## src/rtl/bag_pkg.sv

```systemverilog
package bag_pkg;

  typedef enum logic [1:0] {
    PTR_PLAIN = 2'b00,
    PTR_INC   = 2'b01,
    PTR_DEC   = 2'b10,
    PTR_OFFS  = 2'b11
  } ptrOp_e;

  // Strobes from control to datapath
  typedef struct packed {
    logic selAbs;   // absolute operand drives the address
    logic selInd;   // pointer path drives the address
    logic selBank;  // bank register joins the operand
    logic addOffs;  // pointer plus signed working register
    logic doInc;    // commit post-increment
    logic doDec;    // commit post-decrement
    logic wrFile;   // result goes to the file register
  } ctrlStb_t;

endpackage

```

## src/rtl/bag_ctrl.sv

```systemverilog
module bag_ctrl
  import bag_pkg::*;
#(
  parameter int SEL_W = 2
) (
  input  logic             valid,
  input  logic [1:0]       mode,
  input  logic             accessSel,
  input  logic             destSel,
  input  logic [1:0]       ptrOp,
  input  logic [SEL_W-1:0] ptrSel,
  input  logic             ptrWrEn,
  input  logic [SEL_W-1:0] ptrWrSel,
  output ctrlStb_t         stb
);

  ptrOp_e opDec;
  logic   isAbs;
  logic   isInd;
  logic   collide;

  always_comb begin
    opDec   = ptrOp_e'(ptrOp);
    isAbs   = (mode == 2'b01);
    isInd   = mode[1];
    // a direct byte load of the pointer in use overrides its auto-update
    collide = ptrWrEn && (ptrWrSel == ptrSel);

    stb.selAbs  = isAbs;
    stb.selInd  = isInd;
    stb.selBank = !isInd && !isAbs && accessSel;
    stb.addOffs = isInd && (opDec == PTR_OFFS);
    stb.doInc   = valid && isInd && (opDec == PTR_INC) && !collide;
    stb.doDec   = valid && isInd && (opDec == PTR_DEC) && !collide;
    stb.wrFile  = isAbs || destSel;
  end

endmodule

```

## src/rtl/bag_datapath.sv

```systemverilog
module bag_datapath
  import bag_pkg::*;
#(
  parameter int              ADDR_W    = 12,
  parameter int              OPER_W    = 8,
  parameter int              NUM_PTRS  = 3,
  parameter int              SEL_W     = 2,
  parameter logic [OPER_W-1:0] ACC_SPLIT = 8'h60
) (
  input  logic              clk,
  input  logic              rstN,
  input  ctrlStb_t          stb,
  input  logic [OPER_W-1:0] fileAddr,
  input  logic [ADDR_W-OPER_W-1:0] bankSel,
  input  logic [ADDR_W-1:0] absAddr,
  input  logic [SEL_W-1:0]  ptrSel,
  input  logic [OPER_W-1:0] wreg,
  input  logic              ptrWrEn,
  input  logic [SEL_W-1:0]  ptrWrSel,
  input  logic              ptrWrHigh,
  input  logic [OPER_W-1:0] ptrWrData,
  output logic [ADDR_W-1:0] effAddr,
  output logic              ptrUpd,
  output logic [ADDR_W-1:0] ptrUpdVal
);

  localparam int BANK_W = ADDR_W - OPER_W;

  logic [ADDR_W-1:0] ptrQ [NUM_PTRS];
  logic [ADDR_W-1:0] curPtr;
  logic [ADDR_W-1:0] offsSum;
  logic [ADDR_W-1:0] stepVal;
  logic [ADDR_W-1:0] accessAddr;
  logic [ADDR_W-1:0] directAddr;

  // pointer storage, one register per pointer
  for (genvar g = 0; g < NUM_PTRS; g++) begin : gPtr
    always_ff @(posedge clk) begin
      if (!rstN) begin
        ptrQ[g] <= '0;
      end else if (ptrWrEn && (ptrWrSel == SEL_W'(g))) begin
        if (ptrWrHigh) ptrQ[g][ADDR_W-1:OPER_W] <= ptrWrData[BANK_W-1:0];
        else           ptrQ[g][OPER_W-1:0]      <= ptrWrData;
      end else if ((stb.doInc || stb.doDec) && (ptrSel == SEL_W'(g))) begin
        ptrQ[g] <= stepVal;
      end
    end
  end

  always_comb begin
    curPtr = '0;
    for (int i = 0; i < NUM_PTRS; i++) begin
      if (ptrSel == SEL_W'(i)) curPtr = ptrQ[i];
    end
  end

  always_comb begin
    offsSum = curPtr + {{BANK_W{wreg[OPER_W-1]}}, wreg};
    stepVal = stb.doDec ? (curPtr - ADDR_W'(1)) : (curPtr + ADDR_W'(1));

    if (fileAddr < ACC_SPLIT) accessAddr = {{BANK_W{1'b0}}, fileAddr};
    else                      accessAddr = {{BANK_W{1'b1}}, fileAddr};

    directAddr = stb.selBank ? {bankSel, fileAddr} : accessAddr;

    if (stb.selAbs)       effAddr = absAddr;
    else if (stb.selInd)  effAddr = stb.addOffs ? offsSum : curPtr;
    else                  effAddr = directAddr;
  end

  assign ptrUpd    = stb.doInc || stb.doDec;
  assign ptrUpdVal = stepVal;

endmodule

```

## src/rtl/bank_addr_gen.sv

```systemverilog
module bank_addr_gen
  import bag_pkg::*;
#(
  parameter int                ADDR_W    = 12,
  parameter int                OPER_W    = 8,
  parameter int                NUM_PTRS  = 3,
  parameter int                SEL_W     = 2,
  parameter logic [OPER_W-1:0] ACC_SPLIT = 8'h60
) (
  input  logic                     clk,
  input  logic                     rstN,
  input  logic                     valid,
  input  logic [1:0]               mode,
  input  logic [OPER_W-1:0]        fileAddr,
  input  logic                     accessSel,
  input  logic                     destSel,
  input  logic [ADDR_W-OPER_W-1:0] bankSel,
  input  logic [ADDR_W-1:0]        absAddr,
  input  logic [SEL_W-1:0]         ptrSel,
  input  logic [1:0]               ptrOp,
  input  logic [OPER_W-1:0]        wreg,
  input  logic                     ptrWrEn,
  input  logic [SEL_W-1:0]         ptrWrSel,
  input  logic                     ptrWrHigh,
  input  logic [OPER_W-1:0]        ptrWrData,
  output logic [ADDR_W-1:0]        effAddr,
  output logic                     writeFile,
  output logic                     ptrUpdStb,
  output logic [SEL_W-1:0]         ptrUpdSel,
  output logic [ADDR_W-1:0]        ptrUpdVal
);

  ctrlStb_t stb;

  bag_ctrl #(.SEL_W(SEL_W)) u_ctrl (
    .valid     (valid),
    .mode      (mode),
    .accessSel (accessSel),
    .destSel   (destSel),
    .ptrOp     (ptrOp),
    .ptrSel    (ptrSel),
    .ptrWrEn   (ptrWrEn),
    .ptrWrSel  (ptrWrSel),
    .stb       (stb)
  );

  bag_datapath #(
    .ADDR_W    (ADDR_W),
    .OPER_W    (OPER_W),
    .NUM_PTRS  (NUM_PTRS),
    .SEL_W     (SEL_W),
    .ACC_SPLIT (ACC_SPLIT)
  ) u_dp (
    .clk       (clk),
    .rstN      (rstN),
    .stb       (stb),
    .fileAddr  (fileAddr),
    .bankSel   (bankSel),
    .absAddr   (absAddr),
    .ptrSel    (ptrSel),
    .wreg      (wreg),
    .ptrWrEn   (ptrWrEn),
    .ptrWrSel  (ptrWrSel),
    .ptrWrHigh (ptrWrHigh),
    .ptrWrData (ptrWrData),
    .effAddr   (effAddr),
    .ptrUpd    (ptrUpdStb),
    .ptrUpdVal (ptrUpdVal)
  );

  assign writeFile = stb.wrFile;
  assign ptrUpdSel = ptrSel;

endmodule

```

## config.mk

```make
export PLATFORM = sky130hd
export DESIGN_NAME = bank_addr_gen
export DESIGN_NICKNAME = d
export VERILOG_FILES = /design/src/rtl/bag_pkg.sv /design/src/rtl/bag_ctrl.sv /design/src/rtl/bag_datapath.sv /design/src/rtl/bank_addr_gen.sv
export SDC_FILE = /design/constraint.sdc
export NUM_CORES = 1
export LEC_CHECK = 0
export ABC_CLOCK_PERIOD_IN_PS = 3900
export BUFFER_PORTS_ARGS = -buffer_cell sky130_fd_sc_hd__clkbuf_2
export CORE_ASPECT_RATIO = 1.5
export CORE_MARGIN = 2
export CORE_UTILIZATION = 55
export CTS_CLUSTER_DIAMETER = 120
export CTS_CLUSTER_SIZE = 28
export DETAILED_ROUTE_END_ITERATION = 10
export PLACE_DENSITY = 0.82
export SYNTH_ARGS = -nofsm -noshare
export SYNTH_HDL_FRONTEND = slang
export SYNTH_SLANG_ARGS = --single-unit
```

## constraint.sdc

```tcl
create_clock -name clk -period 3.9 [get_ports clk]
set_input_delay 0.195 -clock clk [delete_from_list [all_inputs] [get_ports clk]]
set_output_delay 0.195 -clock clk [all_outputs]
set_load 0.02 [all_outputs]
```

==> results of run 1 <==
## metal layers
layer	vias to the layer above	track usage	wire length [µm]
li1	1518	-	-
met1	1411	0.282	3280
met2	154	0.510	4740
met3	26	0.0260	607
met4	0	0.151	366
met5	-	0	0
## final timing paths
check                          to  cells after the start  slack [ps]             from
setup / recovery      effAddr[10]                     14         180  u_dp.ptrQ[0][0]
hold / removal    u_dp.ptrQ[1][7]                      2         230     ptrWrData[7]
setup reg to reg  u_dp.ptrQ[0][9]                     12        1160  u_dp.ptrQ[2][1]
hold reg to reg   u_dp.ptrQ[1][0]                      3         840  u_dp.ptrQ[1][0]
## stage by stage
stage	cell area, µm²	instances
floorplan	3340	352
global placement	3830	498
detailed placement	3830	498
CTS	3940	506
global route	3940	506
finish	3940	506
## cell usage in the layout (no fill, tap or decap), types with 12 or more instances in the layout
cell type                  netlist  layout
sky130_fd_sc_hd__a21oi_1        17      17
sky130_fd_sc_hd__a22o_1         32      32
sky130_fd_sc_hd__buf_4           2      12
sky130_fd_sc_hd__clkbuf_2        0      82
sky130_fd_sc_hd__edfxtp_1       36      36
sky130_fd_sc_hd__ha_1           22      22
sky130_fd_sc_hd__mux2i_1        20      20
sky130_fd_sc_hd__nand2_1        30      30
sky130_fd_sc_hd__nor2_1         21      21
sky130_fd_sc_hd__o21ai_0        38      38
## layout make-up
class | count | area [µm²] | area share
multi-input cells | 287 | 2120 | 0.539
inverters | 9 | 33.8 | 0.00857
clock inverters | 3 | 42.5 | 0.0108
flip-flops and latches | 36 | 1080 | 0.274
clock buffers | 5 | 68.8 | 0.0175
well taps | 72 | 90.1 | 0.0229
repair buffers | 94 | 500 | 0.127
## kinds of logic after synthesis
kind of cell    Yosys count  synth area share
buf+inv                  29            0.0394
compound gates          137             0.295
flops                    36             0.324
simple gates             85             0.127
xor+xnor                 21            0.0596
fa+ha+maj                24            0.0945
mux                      20            0.0600
## where the power goes
group | internal [mW] | total, mW | switching, mW
Clock | 0.189 | 0.330 | 0.140
Combinational | 0.147 | 0.384 | 0.237
Sequential | 0.446 | 0.452 | 0.00579
Total | 0.782 | 1.17 | 0.383
==> out/results.tsv, run 1 <==
stage	metric	value	unit
route	Total Routed Length	8990	µm
route	average wire per standard cell	17.8	µm
sta	tightest slew margin relative to the limit	0.300	
grt	pin count of the biggest net entering global routing	29	
synthesis	synthesized instance count	352	
setup_path	kind of cell with the highest combined delay on the critical path	compound AO/OA/AOI/OAI gates	
sta	setup repair after global routing missed its margin	false	
grt	overall routing resource usage	0.272	
synthesis	area share of the leading cell type in the synthesized netlist	0.324	
clock_network	clock sink count	36	
sta	post-layout min period	3720	ps
clock_network	CTS tree	done	
sta	total count of max-transition violations in the final report	0	
clock_network	cts hold-fix bufs	0	
route	detailed-route via count	3109	
die	placement row count	34	
power_and_ir_drop	Lkg Pwr	1.76	nW
power_and_ir_drop	worst vdd ir	388	µV
route	number of design rule violations left after detail routing	0	
setup_path	Critical path buffers and inverters	2	
sta	number of endpoints with negative hold slack in the final report	0	
sta	FMAX	269	MHz
grt	first-pass GRT wire length	13800	µm
synthesis	Commonest cells post-synth	sky130_fd_sc_hd__o21ai_0 (38), sky130_fd_sc_hd__edfxtp_1 (36), sky130_fd_sc_hd__a22o_1 (32)	
clock_network	clock-pin slew on the worst setup and hold paths	80	ps
place	post-DP HPWL	7280	µm
die	Boundary Pins	83	
synthesis	leading area contributor after synthesis	sky130_fd_sc_hd__edfxtp_1	
final_layout	Util after Layout	0.676	
final_layout	number of filler cells placed in the layout	459	
sta	final hold slack	227	ps
final_layout	max reg flops	36	
setup_path	CP peak stage delay	420	ps
power_and_ir_drop	total power density per cell area	296	mW/mm²
final_layout	top flop regs	u_dp.ptrQ: 36 flops	
route	first-pass detailed-route iteration total	5	
die	DIE HEIGHT	99.4	µm
setup_path	kind of start point of the critical path	register	
synthesis	number of warnings reported in the yosys synthesis log	0	
setup_path	maximum fanout along the worst path	3	
die	starting utilization of the core area	0.573	
final_layout	count of nets after finishing	512	
sta	transition time of the tightest slew-check pin	1040	ps
power_and_ir_drop	Total Power Consumption	1.17	mW
final_layout	largest register by flop count	u_dp.ptrQ	
route	drt via density	6.14	
job	Max-cap violations	0	
status	status	completed	
die	die boundary width	67.6	µm
setup_path	series of cell instances along the critical path	mux2i_1 > nor2_1 > a21oi_1 > inv_1 > ha_1 > fa_1 > a21o_1 > a211oi_1 > o21bai_1 > a211o_1 > a21oi_1 > mux2i_1 > a31o_1 > clkbuf_2	
sta	slack of the critical path	183	ps
grt	vias in the first global route	3022	
clock_network	Clock Latency Late Sink	290	ps
place	worst slack at placement	416	ps
sta	final number of setup-violating endpoints	0	
synthesis	synthesized area per cell	9.48	µm²
synthesis	EDFF count, synth	36	
final_layout	antenna cells	0	
place	GP Congestion	0.830	
worst_hold_path	path category of the worst min-delay check	primary input to register	
setup_path	sort of element at the end of the critical path	output port	
grt	antenna violations before repair	0	
die	Die Outline Area	0.00672	mm²
route	number of nets with antenna violations after detailed routing	0	
setup_path	path type of the worst setup path	register to output port	
synthesis	most instantiated flip-flop cell in the synthesis netlist	sky130_fd_sc_hd__edfxtp_1	
synthesis	number of synthesized register bits	36	
clock_network	maximum buffer depth of the clock tree	2	
die	Floorplan Core Area	0.00583	mm²
synthesis	post-synthesis instance area	0.00334	mm²
grt	Remaining Overflow, GRT	0	
final_layout	signed area change from the synthesized netlist to the final layout	18.1	%
clock_network	clock buffers created by TritonCTS	5	
sta	final setup TNS	0	ps
clock_network	clock root cell	sky130_fd_sc_hd__clkbuf_8	
synthesis	Synthesized Nets	431	
setup_path	CP Data Required Time	3700	ps
clock_network	setup fix buffers added after clock tree synthesis	0	
synthesis	fraction of the yosys area taken by sequential cells	0.324	
clock_network	post-cts resize count	0	
sta	final clock skew	7.73	ps
synthesis	cell with the most instances after synthesis	sky130_fd_sc_hd__o21ai_0	
route	drt first-iter violations	131	
sta	Period Utilization, post-route	0.953	
synthesis	most area-consuming cells after synthesis	sky130_fd_sc_hd__edfxtp_1 (32%), sky130_fd_sc_hd__a22o_1 (8.4%), sky130_fd_sc_hd__ha_1 (8.2%)	
final_layout	fraction of final layout cells with drive strength greater than 1	0.272	
clock_network	number of levels in the clock H-tree	2	
synthesis	Unique masters post-synth	55	
setup_path	critical path arrival	3520	ps
synthesis	proportion of register bits with asynchronous set or reset after synthesis	0	
setup_path	worst-path cell with the longest stage delay	sky130_fd_sc_hd__fa_1	
place	count of port buffers added during placement	82	
No activity file was read; power rests on OpenSTA's default activity.
==> inputs of run 2 (changes only) <==
--- a/config.mk
+++ b/config.mk
@@ -7,13 +7,15 @@
 export LEC_CHECK = 0
 export ABC_CLOCK_PERIOD_IN_PS = 3900
 export BUFFER_PORTS_ARGS = -buffer_cell sky130_fd_sc_hd__clkbuf_2
+export CELL_PAD_IN_SITES_DETAIL_PLACEMENT = 0
+export CELL_PAD_IN_SITES_GLOBAL_PLACEMENT = 1
 export CORE_ASPECT_RATIO = 1.5
 export CORE_MARGIN = 2
-export CORE_UTILIZATION = 55
+export CORE_UTILIZATION = 41
 export CTS_CLUSTER_DIAMETER = 120
 export CTS_CLUSTER_SIZE = 28
 export DETAILED_ROUTE_END_ITERATION = 10
-export PLACE_DENSITY = 0.82
+export PLACE_DENSITY = 0.81
 export SYNTH_ARGS = -nofsm -noshare
 export SYNTH_HDL_FRONTEND = slang
 export SYNTH_SLANG_ARGS = --single-unit
==> out/results.tsv, run 2 (same netlist as run 1, synthesis figures left out) <==
stage	metric	value	unit
grt	antenna violations before repair	0	
final_layout	count of nets after finishing	514	
die	Boundary Pins	83	
route	drt first-iter violations	103	
clock_network	number of levels in the clock H-tree	2	
place	GP Congestion	0.941	
sta	final setup TNS	0	ps
die	die boundary width	77.7	µm
grt	met3 GRT Util	0.0465	
final_layout	top flop regs	u_dp.ptrQ: 36 flops	
power_and_ir_drop	switching part of the total	0.309	
setup_path	sort of element at the end of the critical path	output port	
place	count of port buffers added during placement	82	
clock_network	Clock Latency Late Sink	280	ps
grt	most heavily used metal layer in global routing	met2	
route	Total Routed Length	9590	µm
final_layout	leading cell types in the layout, fill and taps excluded	sky130_fd_sc_hd__clkbuf_2 (82), sky130_fd_sc_hd__o21ai_0 (38), sky130_fd_sc_hd__edfxtp_1 (36)	
sta	transition time of the tightest slew-check pin	1070	ps
setup_path	critical path arrival	3500	ps
sta	final number of setup-violating endpoints	0	
power_and_ir_drop	total power density per cell area	319	mW/mm²
die	Floorplan Core Area	0.00796	mm²
clock_network	clock root cell	sky130_fd_sc_hd__clkbuf_16	
grt	met2 Use GR	0.418	
final_layout	Util after Layout	0.511	
power_and_ir_drop	portion of total power attributed to the clock network	0.349	
final_layout	post-route non-filler standard cell count	541	
route	number of design rule violations left after detail routing	0	
sta	tightest slew margin relative to the limit	0.276	
worst_hold_path	path category of the worst min-delay check	primary input to register	
setup_path	path type of the worst setup path	register to output port	
grt	overall routing resource usage	0.221	
clock_network	CTS tree	done	
final_layout	antenna cells	0	
power_and_ir_drop	switching power of the nets	401	µW
grt	vias in the first global route	3110	
power_and_ir_drop	Internal Dissipation	895	µW
route	number of nets with antenna violations after detailed routing	0	
clock_network	cts hold-fix bufs	0	
grt	pin count of the biggest net entering global routing	28	
sta	Period Utilization, post-route	0.947	
clock_network	clock buffers created by TritonCTS	5	
route	drt via density	5.67	
clock_network	clock sink count	36	
grt	global-route met1 utilization	0.221	
clock_network	clock-pin slew on the worst setup and hold paths	60	ps
job	Max-cap violations	0	
power_and_ir_drop	sequential fraction of design power	0.349	
final_layout	most common library cell in the layout ignoring fill and taps	sky130_fd_sc_hd__clkbuf_2	
status	status	completed	
place	count of placed standard cells including taps	533	
sta	total count of max-transition violations in the final report	0	
final_layout	largest register by flop count	u_dp.ptrQ	
final_layout	signed area change from the synthesized netlist to the final layout	21.8	%
route	average wire per standard cell	17.7	µm
die	Die Outline Area	0.00889	mm²
die	DIE HEIGHT	114	µm
setup_path	maximum fanout along the worst path	3	
grt	first-pass GRT wire length	15300	µm
power_and_ir_drop	worst vdd ir	312	µV
setup_path	CP Data Required Time	3700	ps
place	post-DP HPWL	7900	µm
sta	setup repair after global routing missed its margin	false	
power_and_ir_drop	Lkg Pwr	1.80	nW
sta	number of endpoints with negative hold slack in the final report	0	
grt	Remaining Overflow, GRT	0	
power_and_ir_drop	combinational fraction of design power	0.303	
route	detailed-route via count	3067	
sta	FMAX	271	MHz
die	placement row count	40	
die	starting utilization of the core area	0.419	
setup_path	kind of start point of the critical path	register	
clock_network	maximum buffer depth of the clock tree	2	
sta	post-layout min period	3690	ps
final_layout	max reg flops	36	
route	first-pass detailed-route iteration total	4	
final_layout	fraction of final layout cells with drive strength greater than 1	0.280	
sta	final clock skew	2.73	ps
==> run 2: routing by layer <==
metal,share of wire,vias up
met4,0.032,0
met2,0.54,109
met5,0,-
li1,-,1524
met3,0.053,17
met1,0.38,1417
==> run 2: path summary, 6_finish.rpt <==
kind,startpoint,endpoint,slack (ps),cells past startpoint
worst min-delay path,ptrWrData[4],u_dp.ptrQ[0][4],240,2
worst max-delay path,u_dp.ptrQ[0][0],effAddr[10],210,14
worst max register to register,u_dp.ptrQ[2][3],u_dp.ptrQ[2][9],1170,11
worst min register to register,u_dp.ptrQ[1][0],u_dp.ptrQ[1][0],810,3
==> run 2: final cells by class <==
cell class | count | area [µm²]
fill | 732 | 3890
inverter | 9 | 33.8
timing repair buffer | 96 | 515
clock inverter | 3 | 42.5
multi-input combinational | 287 | 2140
sequential | 36 | 1080
clock buffer | 5 | 125
tap | 105 | 131
==> run 2: critical path, cell delays in order (launching register included) <==
cell and delay, ps:
sky130_fd_sc_hd__edfxtp_1 380, sky130_fd_sc_hd__mux2i_1 200, sky130_fd_sc_hd__nor2_1 60, sky130_fd_sc_hd__a21oi_1 160, sky130_fd_sc_hd__inv_1 110, sky130_fd_sc_hd__ha_1 240, sky130_fd_sc_hd__fa_1 410, sky130_fd_sc_hd__a21o_1 190
sky130_fd_sc_hd__a211oi_1 240, sky130_fd_sc_hd__o21bai_1 160, sky130_fd_sc_hd__a211o_1 330, sky130_fd_sc_hd__a21oi_1 200, sky130_fd_sc_hd__mux2i_1 200, sky130_fd_sc_hd__a31o_1 160, sky130_fd_sc_hd__clkbuf_2 160
==> run 2: per-stage QoR <==
stage,cell area [µm²],worst slack [ps],total power [mW],hold slack [ps]
2_1_floorplan,3340,297,0.712,382
3_3_place_gp,3890,503,0.843,524
3_5_place_dp,3890,318,0.850,532
4_1_cts,4050,99.5,1.30,238
5_1_grt,4070,67.6,1.35,248
6_report,4070,207,1.30,238
==> run 2: power by group through the flow <==
stage               clock (mW)  combinational, mW  sequential, mW
floorplan                    0              0.254           0.458
global placement             0              0.384           0.459
detailed placement           0              0.390           0.460
CTS                      0.453              0.392           0.452
global route             0.468              0.428           0.453
finish                   0.452              0.392           0.452
==> run 2: what timing repair did <==
item	CTS	global route
gates resized for setup	0	2
buffers inserted	0	0
endpoints found under the setup margin	0	1
==> inputs of run 3 (changes only) <==
--- a/config.mk
+++ b/config.mk
@@ -9,7 +9,6 @@
 export BUFFER_PORTS_ARGS = -buffer_cell sky130_fd_sc_hd__clkbuf_2
 export CELL_PAD_IN_SITES_DETAIL_PLACEMENT = 0
 export CELL_PAD_IN_SITES_GLOBAL_PLACEMENT = 1
-export CORE_ASPECT_RATIO = 1.5
 export CORE_MARGIN = 2
 export CORE_UTILIZATION = 41
 export CTS_CLUSTER_DIAMETER = 120
==> out/results.tsv, run 3 (same netlist as run 1, synthesis figures left out) <==
stage	metric	value	unit
sta	tightest slew margin relative to the limit	0.326	
grt	antenna violations before repair	0	
grt	vias in the first global route	2751	
clock_network	setup fix buffers added after clock tree synthesis	0	
final_layout	largest register by flop count	u_dp.ptrQ	
route	detailed-route via count	3028	
sta	post-layout min period	3720	ps
final_layout	count of nets after finishing	509	
clock_network	clock sink count	36	
final_layout	antenna cells	0	
final_layout	number of filler cells placed in the layout	775	
setup_path	critical path arrival	3530	ps
setup_path	maximum fanout along the worst path	3	
die	placement row count	32	
grt	first-pass GRT wire length	13500	µm
sta	final number of setup-violating endpoints	0	
final_layout	signed area change from the synthesized netlist to the final layout	18.2	%
final_layout	leading cell types in the layout, fill and taps excluded	sky130_fd_sc_hd__clkbuf_2 (82), sky130_fd_sc_hd__o21ai_0 (38), sky130_fd_sc_hd__edfxtp_1 (36)	
die	Die Outline Area	0.00888	mm²
final_layout	footprint of the flip-flops and latches	0.00108	mm²
sta	transition time of the tightest slew-check pin	999	ps
status	status	completed	
setup_path	kind of start point of the critical path	register	
final_layout	max reg flops	36	
sta	setup repair after global routing missed its margin	false	
die	Boundary Pins	83	
worst_hold_path	hold path start	ptrWrData[4]	
setup_path	flop2flop setup slack	1050	ps
clock_network	maximum buffer depth of the clock tree	2	
worst_hold_path	path category of the worst min-delay check	primary input to register	
setup_path	count of cells along the worst register-to-register path	12	
clock_network	clock buffers created by TritonCTS	5	
power_and_ir_drop	worst vdd ir	224	µV
place	count of port buffers added during placement	82	
power_and_ir_drop	total power density per cell area	279	mW/mm²
setup_path	sort of element at the end of the critical path	output port	
route	drt via density	5.68	
final_layout	Util after Layout	0.505	
setup_path	worst reg2reg path startpoint	u_dp.ptrQ[2][1]	
final_layout	most common library cell in the layout ignoring fill and taps	sky130_fd_sc_hd__clkbuf_2	
sta	final setup TNS	0	ps
place	GP Congestion	0.913	
grt	pin count of the biggest net entering global routing	28	
power_and_ir_drop	Total Power Consumption	1.10	mW
power_and_ir_drop	Lkg Pwr	1.75	nW
sta	slack of the critical path	177	ps
route	number of design rule violations left after detail routing	0	
sta	number of endpoints with negative hold slack in the final report	0	
place	worst slack at placement	247	ps
final_layout	Final Cell Area	0.00395	mm²
final_layout	top flop regs	u_dp.ptrQ: 36 flops	
final_layout	area of the multi-input gates	0.00214	mm²
worst_hold_path	destination of the worst hold path	u_dp.ptrQ[0][4]	
route	average wire per standard cell	16.7	µm
sta	Period Utilization, post-route	0.955	
place	Placement Cell Area	0.00384	mm²
die	DIE HEIGHT	94.2	µm
sta	final clock skew	14.0	ps
worst_hold_path	hold depth	2	
route	number of nets with antenna violations after detailed routing	0	
route	first-pass detailed-route iteration total	4	
route	Total Routed Length	8880	µm
clock_network	CTS tree	done	
setup_path	CP Data Required Time	3700	ps
clock_network	Clock Latency Late Sink	300	ps
clock_network	clock root cell	sky130_fd_sc_hd__clkbuf_8	
sta	FMAX	269	MHz
die	Floorplan Core Area	0.00781	mm²
die	starting utilization of the core area	0.427	
place	post-DP HPWL	7160	µm
job	Max-cap violations	0	
die	die boundary width	94.2	µm
clock_network	clock-pin slew on the worst setup and hold paths	80	ps
clock_network	number of levels in the clock H-tree	2	
final_layout	fraction of final layout cells with drive strength greater than 1	0.271	
sta	total count of max-transition violations in the final report	0	
setup_path	worst flop-to-flop path endpoint	u_dp.ptrQ[0][9]	
setup_path	path type of the worst setup path	register to output port	
grt	overall routing resource usage	0.198	
grt	Remaining Overflow, GRT	0	
route	drt first-iter violations	131	
==> run 3: changes by cell type in the layout (fill, tap and decap cells not counted) <==
cell,change
sky130_fd_sc_hd__a21oi_1,+1
sky130_fd_sc_hd__clkinv_2,+1
sky130_fd_sc_hd__a21oi_2,-1
sky130_fd_sc_hd__clkbuf_16,-5
sky130_fd_sc_hd__a211oi_1,-1
sky130_fd_sc_hd__a211oi_2,+1
sky130_fd_sc_hd__clkinvlp_4,-1
sky130_fd_sc_hd__bufinv_16,-1
sky130_fd_sc_hd__buf_4,-5
sky130_fd_sc_hd__clkbuf_8,+5
sky130_fd_sc_hd__clkinv_4,+1
==> run 3: worst max-delay path by stage <==
| stage | slack (ps) | start | end | cells past startpoint |
|---|---|---|---|---|
| after floorplan | 300 | ptrSel[0] | effAddr[10] | 14 |
| after detailed placement | 250 | ptrSel[1] | effAddr[11] | 14 |
| after global placement | 330 | ptrSel[1] | effAddr[11] | 14 |
| final | 180 | u_dp.ptrQ[2][0] | effAddr[10] | 14 |
| after global routing | 30 | u_dp.ptrQ[2][0] | effAddr[10] | 14 |
| after CTS | 150 | u_dp.ptrQ[2][1] | effAddr[11] | 13 |
==> run 3: timing repair <==
action	in CTS	in global routing
hold buffers	0	0
endpoints found under the setup margin	0	2
resized for setup	0	2
==> run 3: layout make-up <==
cell class                 count  area share
timing repair buffer          91       0.121
clock inverter                 3     0.00476
multi-input combinational    287       0.542
sequential                    36       0.274
tap                          102      0.0324
clock buffer                   5      0.0174
inverter                       9     0.00856
==> run 3: per-layer routing <==
metal,vias up,GRT usage,part of all wire
li1,1516,-,-
met1,1406,0.263,0.47
met2,99,0.337,0.47
met3,7,0.0321,0.055
met4,0,0.0495,0.0082
met5,-,0,0
==> run 3: through the flow <==
| step | std cells | hold WS [ps] |
|---|---|---|
| after global placement | 525 | 526 |
| final | 533 | 218 |
| after floorplan | 352 | 382 |
| after global routing | 533 | 226 |
| after detailed placement | 525 | 521 |
| after CTS | 533 | 221 |
==> run 3: critical path: stages, from the launching register on <==
cell                       delay [ps]
sky130_fd_sc_hd__edfxtp_1         400
sky130_fd_sc_hd__mux2i_1          200
sky130_fd_sc_hd__nor2_1            60
sky130_fd_sc_hd__a21oi_1          160
sky130_fd_sc_hd__inv_1            130
sky130_fd_sc_hd__ha_1             240
sky130_fd_sc_hd__fa_1             430
sky130_fd_sc_hd__a21o_1           210
sky130_fd_sc_hd__a211oi_2         220
sky130_fd_sc_hd__o21bai_1         140
sky130_fd_sc_hd__a211o_1          330
sky130_fd_sc_hd__a21oi_1          180
sky130_fd_sc_hd__mux2i_1          210
sky130_fd_sc_hd__a31o_1           160
sky130_fd_sc_hd__clkbuf_2         170
==> run 3: report_power, final <==
part | switching [mW] | total, mW | internal, mW
Sequential | 0.00568 | 0.452 | 0.446
Combinational | 0.233 | 0.378 | 0.145
Clock | 0.146 | 0.271 | 0.125
Total | 0.385 | 1.10 | 0.715
